### src/rtl/mac16_pkg.sv
// Package: shared types for the iterative radix-16 multiplier.
// Assumes nothing beyond IEEE 1800-2017.
package mac16_pkg;
    typedef enum logic [0:0] {
        ST_IDLE = 1'b0,
        ST_RUN  = 1'b1
    } mac_state_e;
endpackage

### src/rtl/mac_digit_pick.sv
// Selects multiplier digit number idx and extends it to the datapath width.
// Assumes OPW is a multiple of DIGW. Lower digits are unsigned; the top
// digit is signed so the multiplier's sign is absorbed without correction.
module mac_digit_pick #(
    parameter int OPW  = 16,
    parameter int DIGW = 4,
    parameter int MCW  = OPW + 2*DIGW,
    parameter int IDXW = 2
) (
    input  logic [OPW-1:0]  mplr,
    input  logic [IDXW-1:0] idx,
    output logic [MCW-1:0]  digit_ext
);
    localparam int STEPS = OPW / DIGW;

    logic [DIGW-1:0] raw;
    logic            is_top;

    // Slice the digit and extend it by sign only for the top digit.
    always_comb begin
        raw       = mplr[int'(idx)*DIGW +: DIGW];
        is_top    = (idx == IDXW'(STEPS-1));
        digit_ext = {{(MCW-DIGW){is_top & raw[DIGW-1]}}, raw};
    end
endmodule

### src/rtl/mac_pp_gen.sv
// Forms one partial product: sign-extended multiplicand times one digit.
// Assumes digit_ext is already extended; the result fits MCW bits.
module mac_pp_gen #(
    parameter int OPW = 16,
    parameter int MCW = 24
) (
    input  logic [OPW-1:0] mcand,
    input  logic [MCW-1:0] digit_ext,
    output logic [MCW-1:0] pp
);
    logic signed [MCW-1:0] mc_ext;
    logic signed [MCW-1:0] dg_s;

    // Multiply on the full datapath width; the truncation loses nothing.
    always_comb begin
        mc_ext = $signed({{(MCW-OPW){mcand[OPW-1]}}, mcand});
        dg_s   = $signed(digit_ext);
        pp     = mc_ext * dg_s;
    end
endmodule

### src/rtl/mac_acc_stage.sv
// Running-sum register pair: a signed upper part and a shift-in lower part.
// Each step adds a partial product to the upper part and shifts the pair
// right by one digit. Assumes clear and step are never high together.
module mac_acc_stage #(
    parameter int OPW  = 16,
    parameter int DIGW = 4,
    parameter int MCW  = OPW + 2*DIGW
) (
    input  logic              clk,
    input  logic              rst_n,
    input  logic              clear,
    input  logic              step,
    input  logic [MCW-1:0]    pp,
    output logic [2*OPW-1:0]  prod_next
);
    logic signed [MCW-1:0] hi_q;
    logic        [OPW-1:0] lo_q;
    logic signed [MCW-1:0] sum;
    logic signed [MCW-1:0] hi_d;
    logic        [OPW-1:0] lo_d;

    // Add the partial product, then shift one digit out into the low part.
    always_comb begin
        sum       = hi_q + $signed(pp);
        hi_d      = sum >>> DIGW;
        lo_d      = {sum[DIGW-1:0], lo_q[OPW-1:DIGW]};
        prod_next = {hi_d[OPW-1:0], lo_d};
    end

    // Hold the running sum; cleared at the start of each operation.
    always_ff @(posedge clk) begin
        if (!rst_n || clear) begin
            hi_q <= '0;
            lo_q <= '0;
        end else if (step) begin
            hi_q <= hi_d;
            lo_q <= lo_d;
        end
    end

    // the sum never leaves its OPW+DIGW+1 significant bits.
    assert_no_overflow_R4: assert property (@(posedge clk) disable iff (!rst_n)
        step |-> (sum[MCW-1:OPW+DIGW] == '0 || sum[MCW-1:OPW+DIGW] == '1));
endmodule

### src/rtl/radix16_mac.sv
// Iterative signed multiplier retiring one DIGW-bit digit per cycle.
// Assumes OPW is a multiple of DIGW and OPW/DIGW >= 2. A start pulse while
// busy is ignored; acc_mode is sampled together with the operands.
module radix16_mac
    import mac16_pkg::*;
#(
    parameter int OPW  = 16,
    parameter int DIGW = 4
) (
    input  logic             clk,
    input  logic             rst_n,
    input  logic             start,
    input  logic             acc_mode,
    input  logic [OPW-1:0]   mcand,
    input  logic [OPW-1:0]   mplr,
    output logic             busy,
    output logic             done,
    output logic [2*OPW-1:0] product
);
    localparam int STEPS = OPW / DIGW;
    localparam int MCW   = OPW + 2*DIGW;
    localparam int IDXW  = (STEPS > 2) ? $clog2(STEPS) : 1;

    mac_state_e         state_q;
    logic [IDXW-1:0]    idx_q;
    logic [OPW-1:0]     a_q;
    logic [OPW-1:0]     b_q;
    logic               mode_q;
    logic               done_q;
    logic [2*OPW-1:0]   result_q;
    logic [MCW-1:0]     digit_ext;
    logic [MCW-1:0]     pp;
    logic [2*OPW-1:0]   prod_next;
    logic               accept;
    logic               last_step;

    // Decode handshake conditions from the controller state.
    always_comb begin
        busy      = (state_q == ST_RUN);
        accept    = (state_q == ST_IDLE) && start;
        last_step = busy && (idx_q == IDXW'(STEPS-1));
        done      = done_q;
        product   = result_q;
    end

    mac_digit_pick #(.OPW(OPW), .DIGW(DIGW), .MCW(MCW), .IDXW(IDXW)) u_digit (
        .mplr      (b_q),
        .idx       (idx_q),
        .digit_ext (digit_ext)
    );

    mac_pp_gen #(.OPW(OPW), .MCW(MCW)) u_pp (
        .mcand     (a_q),
        .digit_ext (digit_ext),
        .pp        (pp)
    );

    mac_acc_stage #(.OPW(OPW), .DIGW(DIGW), .MCW(MCW)) u_acc (
        .clk       (clk),
        .rst_n     (rst_n),
        .clear     (accept),
        .step      (busy),
        .pp        (pp),
        .prod_next (prod_next)
    );

    // Sequence the steps, latch operands and write the result on completion.
    always_ff @(posedge clk) begin
        if (!rst_n) begin
            state_q  <= ST_IDLE;
            idx_q    <= '0;
            a_q      <= '0;
            b_q      <= '0;
            mode_q   <= 1'b0;
            done_q   <= 1'b0;
            result_q <= '0;
        end else begin
            done_q <= 1'b0;
            if (accept) begin
                state_q <= ST_RUN;
                idx_q   <= '0;
                a_q     <= mcand;
                b_q     <= mplr;
                mode_q  <= acc_mode;
            end else if (busy) begin
                idx_q <= idx_q + 1'b1;
                if (last_step) begin
                    state_q  <= ST_IDLE;
                    done_q   <= 1'b1;
                    result_q <= mode_q ? (result_q + prod_next) : prod_next;
                end
            end
        end
    end

    // done lasts one cycle.
    assert_done_pulse_R6: assert property (@(posedge clk) disable iff (!rst_n)
        done |=> !done);
    // busy ends exactly where done begins.
    assert_busy_done_R2: assert property (@(posedge clk) disable iff (!rst_n)
        $fell(busy) |-> done);
    // a busy unit stays busy until its last step, whatever start does.
    assert_start_ignored_R5: assert property (@(posedge clk) disable iff (!rst_n)
        (busy && !last_step) |=> (busy && $stable(a_q) && $stable(b_q) && $stable(mode_q)));
    // product only moves with done.
    assert_product_hold_R8: assert property (@(posedge clk) disable iff (!rst_n)
        !done |-> $stable(product));
endmodule

### config.mk
export PLATFORM = sky130hd
export DESIGN_NAME = radix16_mac
export DESIGN_NICKNAME = d
export VERILOG_FILES = /design/src/rtl/mac16_pkg.sv /design/src/rtl/mac_digit_pick.sv /design/src/rtl/mac_pp_gen.sv /design/src/rtl/mac_acc_stage.sv /design/src/rtl/radix16_mac.sv
export SDC_FILE = /design/constraint.sdc
export NUM_CORES = 1
export LEC_CHECK = 0
export ABC_AREA = 1
export BUFFER_PORTS_ARGS = -buffer_cell sky130_fd_sc_hd__buf_4
export CAP_MARGIN = 20
export CELL_PAD_IN_SITES_DETAIL_PLACEMENT = 1
export CELL_PAD_IN_SITES_GLOBAL_PLACEMENT = 2
export CORE_ASPECT_RATIO = 1.2
export CORE_MARGIN = 2
export CORE_UTILIZATION = 38
export DETAILED_ROUTE_END_ITERATION = 8
export MAX_ROUTING_LAYER = met4
export PLACE_DENSITY = 0.89
export SYNTH_ARGS = -nofsm -noshare
export SYNTH_HDL_FRONTEND = slang
export SYNTH_SLANG_ARGS = --single-unit
### constraint.sdc
create_clock -name clk -period 10.5 [get_ports clk]
set_input_delay 1.05 -clock clk [delete_from_list [all_inputs] [get_ports clk]]
set_output_delay 1.05 -clock clk [all_outputs]
set_load 0.02 [all_outputs]
**Word level (Yosys, flattened, before mapping)**

Cells that the tools add are included.

- Add/sub/neg operators: 3
- $mul: 1
- Bitwise operators: 4
- Equal/unequal tests: 1
- Shift-type cells: 1
- Reduce and logical (&&, ||, !) cells: 7
- Divide/modulo/power cells: 0
- Mux-type cells: 5
- Order comparisons: 0

Operators by type and width:

| operator | number |
|---|---|
| adder 32 bit | 1 |
| 2-to-1 mux 32 bit | 1 |
| adder 18 x 21 -> 22 bit | 1 |
| multiplier 16 x 5 -> 21 bit | 1 |
| indexed part select 16 x 5 -> 4 bit | 1 |
| 2-to-1 mux 1 bit | 4 |
| NOT 1 bit | 3 |
| AND reduction 3 bit | 1 |
| OR reduction 3 bit | 1 |
| adder 2 x 1 -> 2 bit (second input constant) | 1 |
| == test 2 bit (second input constant) | 1 |
| logical AND 1 bit | 2 |
| OR reduction 2 bit | 1 |
| bitwise AND 1 bit | 1 |
| logical NOT 1 bit | 1 |
| logical OR 1 bit | 1 |

- Output and inout port bits: 34
- Bits in registers: 103
- ROM bits: 0
- Latch bits: 0
- Logic and storage cells: 31
- RAM bits: 0
- Bits of input ports: 36
- Memories: 0

**Depth between registers and ports, before layout**

- Depth in word-level cells: 6
- Mapped depth: 39
- Mapped depth without buffers: 38

**By module**

A second synthesis with hierarchy kept.

- Cell total of the unflattened synthesis: 2,619
- Area total of the unflattened synthesis: 16,936.2 sq um

Modules (own cells, without submodules):

| module | cells each | sequential area each (sq um) | area each (sq um) | times used |
|---|---|---|---|---|
| mac_pp_gen | 1,155 | 0.0 | 8,421.8 | 1 |
| radix16_mac | 852 | 1,381.3 | 5,008.6 | 1 |
| mac_acc_stage | 544 | 640.6 | 3,158.0 | 1 |
| mac_digit_pick | 68 | 0.0 | 347.8 | 1 |

**Worst setup path after synthesis**

No wires, ideal clock.

- Path kind: reg2reg
- Start: register idx_q[0]
- End: register result_q[31], in the netlist product[31]
- Arrival: 5.528 ns
- Buffers on the path: 1
- Setup slack: 4.859 ns
- Required time: 10.387 ns
- Cell stages (with the launch flop): 35
- Period minus slack after synthesis: 5.641 ns
- Setup time: 0.113 ns
- Cell sequence: dfxtp_1 > buf_2 > inv_2 > nand2_1 > nand3_1 > nand2_1 > inv_1 > nand2_1 > inv_1 > nand2_1 > fa_1 > fa_1 > inv_1 > fa_1 > inv_1 > fa_1 > fa_1 > inv_1 > nand2_1 > o21ai_2 > nand2_1 > nand2_1 > xor2_1 > inv_1 > ha_1 > nand2_1 > inv_1 > a21oi_1 > nand2_1 > a21oi_1 > nand3_1 > nand3_1 > nand2_1 > nand3_1 > nand2_1

- Cells in the longest elaborated chain, start to end: 6
- Elaborated cells on any way between the ends: 9
- Classes of those cells: 2 x add/sub; 1 x mul; 1 x eq/ne; 1 x shift; 1 x mux; 1 x bitwise; 2 x reduce/logical

RTL lines:

| item | RTL line | source |
|---|---|---|
| start, declared | radix16_mac.sv:25 | `logic [IDXW-1:0] idx_q;` |
| start signal, assigned | radix16_mac.sv:86 | `idx_q <= idx_q + 1'b1;` |
| indexed part select 16 x 5 -> 4 bit / == test 2 bit (equally long branches) | mac_digit_pick.sv:21, mac_digit_pick.sv:22 |  |
| bitwise AND 1 bit | mac_digit_pick.sv:23 | `digit_ext = {{(MCW-DIGW){is_top & raw[DIGW-1]}}, raw};` |
| multiplier 16 x 5 -> 21 bit * | mac_pp_gen.sv:18 | `pp = mc_ext * dg_s;` |
| adder 18 x 21 -> 22 bit * | mac_acc_stage.sv:24 | `sum = hi_q + $signed(pp);` |
| named net prod_next[21] | radix16_mac.sv:33 | `logic [2*OPW-1:0] prod_next;` |
| adder 32 bit * | radix16_mac.sv:90 | `result_q <= mode_q ? (result_q + prod_next) : prod_next;` |
| 2-to-1 mux 32 bit * | radix16_mac.sv:90 |  |
| end signal, assigned | radix16_mac.sv:90 |  |
| end, declared | radix16_mac.sv:30 | `logic [2*OPW-1:0] result_q;` |

The timed path passes the listed nets; every way through them passes the cells marked *.
A chain may end at the register's enable or synchronous reset.

**Final worst setup path**

- Start: register idx_q[0]
- End: register result_q[27], in the netlist product[27]

Same word-level chain as after synthesis.

==> impl_summary.md <==
Timing
For the final database, setup skew stands at 0.00933 ns. Setup repair after global routing left no endpoint under its margin. The post-route fraction of the period consumed by the critical path is 69.1%.

For this run, the top clock speed supported by timing is between 0.1 and 0.15 GHz. The slew of the pin with the lowest slew margin is 1.00 ns. The final-report max-slew violation count is 0.

For the final routed database, the setup TNS stands at 0 ns. The worst path in the final design needs a cycle of 7.26 ns, including I/O delays and setup. The final-report setup violation count is 0. The worst pin sits at a relative slew slack of between 30% and 40%.

The hold slack is 0.484 ns. The hold violation count in the final report came to 0.

Logic synthesis
The number of cells produced by synthesis is 1360. The share of synthesized area in the top cell type comes to 21.5%. The count of flip-flops with a built-in enable after synthesis is 0. The total number of yosys warnings is 0. For this run, the leading register cell type out of synthesis is dfxtp_1. In this run, distinct cell masters in the synthesized netlist total 37. The cell type with the largest total area after synthesis is dfxtp_1. Sorting the synthesized cells by area gives the leading types as dfxtp_1 22%, fa_1 15%, nand2_1 14%, ha_1 10%, inv_1 9.3%.

The sequential element share of the synthesized area is 21.5%. The synthesized area is roughly 9000 um^2. Counting every net in the synthesized netlist gives 1544. Counting flops with an async set or reset pin after synthesis yields a share of 0%. In this run the mean area of a mapped cell was 6.78 um^2. In this run, synthesis produced a sequential element count of 99.

Global routing
The maximum number of pins on one net before global-route repair is 51. The initial antenna violation count is 0. The overall routing resource usage is 23.0%.

Summed over all layers, the global routing overflow is 0. The via count of the first global-routing pass came to 9221. The global-route wire length before repair is 46200 um.

Status
The flow ran to the end, and the final reports show no timing, DRC or antenna violations.

Clock tree
The number of buffers inserted during clock tree synthesis is 9. Clock latency on the worst-skew pair, taken at its later pin, is 0.37 ns. The clock-pin slew of the registers on the worst-case setup and hold paths is 0.08 ns. The number of hold buffers added after CTS is 0. The clock passes through at most 2 buffers. For this design, the sink count on the clock tree is 99.

After clock tree synthesis, the setup repair step added 0 buffers. TritonCTS built the clock tree. Clock tree synthesis selected as its root buffer the cell clkbuf_16.

The CTS H-tree depth is 3. In this run, post-CTS repair resized a total of 0 instances.

Worst setup path
In this run the critical register-to-register path is launched from idx_q[0]$_SDFFE_PP0P_. The capturing point of the worst reg2reg path is product[27]$_SDFFE_PN0P_. In this run the worst path has a maximum fanout of 14. STA puts the critical path data required time at 10.77 ns.

STA classifies the critical path endpoint as a flop. Counting cells, the worst reg-to-reg path comes to 33. The kind of cell adding the most delay to the critical path is simple AND/OR/NAND/NOR gates.

The slowest stage of the critical path is the fa_1 cell. By instance count, the cell type seen most on the critical path is nand2_1. For the worst setup path, the data arrival time is between 7 and 8 ns.

The critical path runs through a total of 33 cells. Together, buffers and inverters on the worst path number 7. The setup check on the worst reg-to-reg path leaves a slack of 3.24 ns. The worst setup path is launched from a flop. In this design, the stage delay of the slowest critical-path cell is ~0.6 ns.

The capture point of the worst path is product[27]$_SDFFE_PN0P_. The critical path startpoint is idx_q[0]$_SDFFE_PP0P_. The classification of the worst setup path is flop to flop.

Die
The die covers around 26000 um^2. The floorplan step set the die height to 175 um. The top-level I/O count is 70. The die width is between 100 and 150 um. The floorplan step defined a core boundary enclosing 23900 um^2.

The floorplan has 62 rows. The effective utilization at floorplan is between 30% and 40%.

Detailed routing
For this run, design rule violations remaining after detail routing come to 0. The detailed router placed about 8600 vias in this run. The aggregate routed wire length is 27500 um. In the final routed layout, each cell accounts on average for about 16 um. The detailed-router iteration count before antenna repair is 4. The detail route stage leaves a number of antenna-violating nets equal to 0. After detailed routing, the number of vias per cell comes to a little under 5.

The number of DRC violations after detailed-routing iteration 0 is between 200 and 300.

Finish
For this run, the post-layout net count is 1594. The post-route netlist has under 10% of its cells at a drive strength greater than 1. Leaving out fill and tap cells, the most frequent cell in the layout is nand2_1. Leaving out fill and tap cells, the most frequent cells in the layout are 335 x nand2_1, 229 x inv_1, 186 x nor2_1. The growth of design area from synthesis to finish is 11.9%. Once layout is done, the placed cells without fillers occupy 10300 um^2.

The number of diodes is 0.

Power
The total power after layout is 0.00108 W. Power spread over the standard cell area amounts to 105 nW/um^2. IR analysis of the VDD net gives a maximum drop of 0.0815 mV. The leakage power is 5.44 nW.

Place
Once detailed placement completed, the half-perimeter wirelength came to 22200 um. The instance area at placement is roughly 10000 um^2. The count of port buffers added during placement is 69. The congestion estimate from routability-driven global placement came to 0.892.

Hold path
The min-delay analysis places its worst path in the category flop to flop.

Run
The number of violations of the max-capacitance limit is 0.
==> stage by stage <==
| stage | setup WS [ns] | cells | utilization (%) |
|---|---|---|---|
| finish | 3.24 | 1735 | 43.2 |
| global route | 2.60 | 1735 | 43.2 |
| CTS | 3.21 | 1735 | 43.2 |
| detailed placement | 3.27 | 1719 | 42.0 |
| global placement | 3.39 | 1719 | 42.0 |
| floorplan | 4.86 | 1360 | - |
==> routing by layer <==
metal,share of wire (%),vias up,GRT usage [%]
li1,-,4326,-
met2,49,109,39.6
met3,2.4,40,2.48
met4,2.6,0,7.56
met1,46,4147,28.4
met5,0,-,-
==> flip-flops by register name, summed over array words and instances, names as in the netlist <==
name	flops
b_q	16
product	32
u_acc.hi_q	18
mode_q	1
u_acc.lo_q	12
busy	1
idx_q	2
a_q	16
done	1
==> worst min path at each step <==
stage | to | startpoint | slack [ns] | cells past startpoint
6_report | product[30]$_SDFFE_PN0P_ | product[30]$_SDFFE_PN0P_ | 0.48 | 2
3_5_place_dp | product[3]$_SDFFE_PN0P_ | product[3]$_SDFFE_PN0P_ | 0.47 | 2
5_1_grt | product[30]$_SDFFE_PN0P_ | product[30]$_SDFFE_PN0P_ | 0.51 | 2
3_3_place_gp | u_acc.hi_q[0]$_SDFFE_PP0P_ | u_acc.hi_q[0]$_SDFFE_PP0P_ | 0.46 | 2
4_1_cts | u_acc.hi_q[0]$_SDFFE_PP0P_ | u_acc.hi_q[0]$_SDFFE_PP0P_ | 0.49 | 2
2_1_floorplan | u_acc.hi_q[0]$_SDFFE_PP0P_ | u_acc.hi_q[0]$_SDFFE_PP0P_ | 0.44 | 2
==> worst reg2reg max path: cells and delay by family, from the launching register on <==
| kind | cells | cell delay (ns) |
|---|---|---|
| buffers and inverters | 7 | 0.78 |
| AND/OR/NAND/NOR | 19 | 2.84 |
| adder cells (fa/ha/maj) | 6 | 2.79 |
| flip-flops | 1 | 0.54 |
| AO/OA/AOI/OAI | 1 | 0.20 |
==> final cells by class <==
type                            instances  area (um^2)
Inverter                              232          871
Clock buffer                            9          225
Timing Repair Buffer                   74          556
Tap cell                              320          400
Multi-Input combinational cell        994         6220
Clock inverter                          7         61.3
Sequential cell                        99         1980
Fill cell                            3201        13600
==> logic make-up after synthesis <==
family / count (synthesis) / share of synthesized area (%)
fa+ha+maj: 148 / 25.9
simple gates: 605 / 26.0
compound gates: 214 / 12.8
xor+xnor: 27 / 2.65
buf+inv: 267 / 11.1
flops: 99 / 21.5
==> Yosys cell counts, types with 7 or more instances <==
| cell | number |
|---|---|
| nand2_1 | 335 |
| fa_1 | 71 |
| nand3_1 | 62 |
| o21bai_1 | 8 |
| o21ai_1 | 12 |
| inv_1 | 229 |
| dfxtp_1 | 99 |
| a21oi_1 | 92 |
| o211ai_1 | 10 |
| nor2_1 | 187 |
| ha_1 | 77 |
| xor2_1 | 17 |
| buf_2 | 7 |
| clkbuf_1 | 25 |
| xnor2_1 | 9 |
| o21ai_0 | 72 |
==> where the power goes <==
part / internal [W] / total, W / switching [W]
clock network: 0.000165 / 0.000341 / 0.000176
logic: 0.000116 / 0.000338 / 0.000222
registers: 0.000392 / 0.000404 / 0.0000125
total: 0.000672 / 0.00108 / 0.000411
Note: power is estimated with default switching activity, not from simulation.
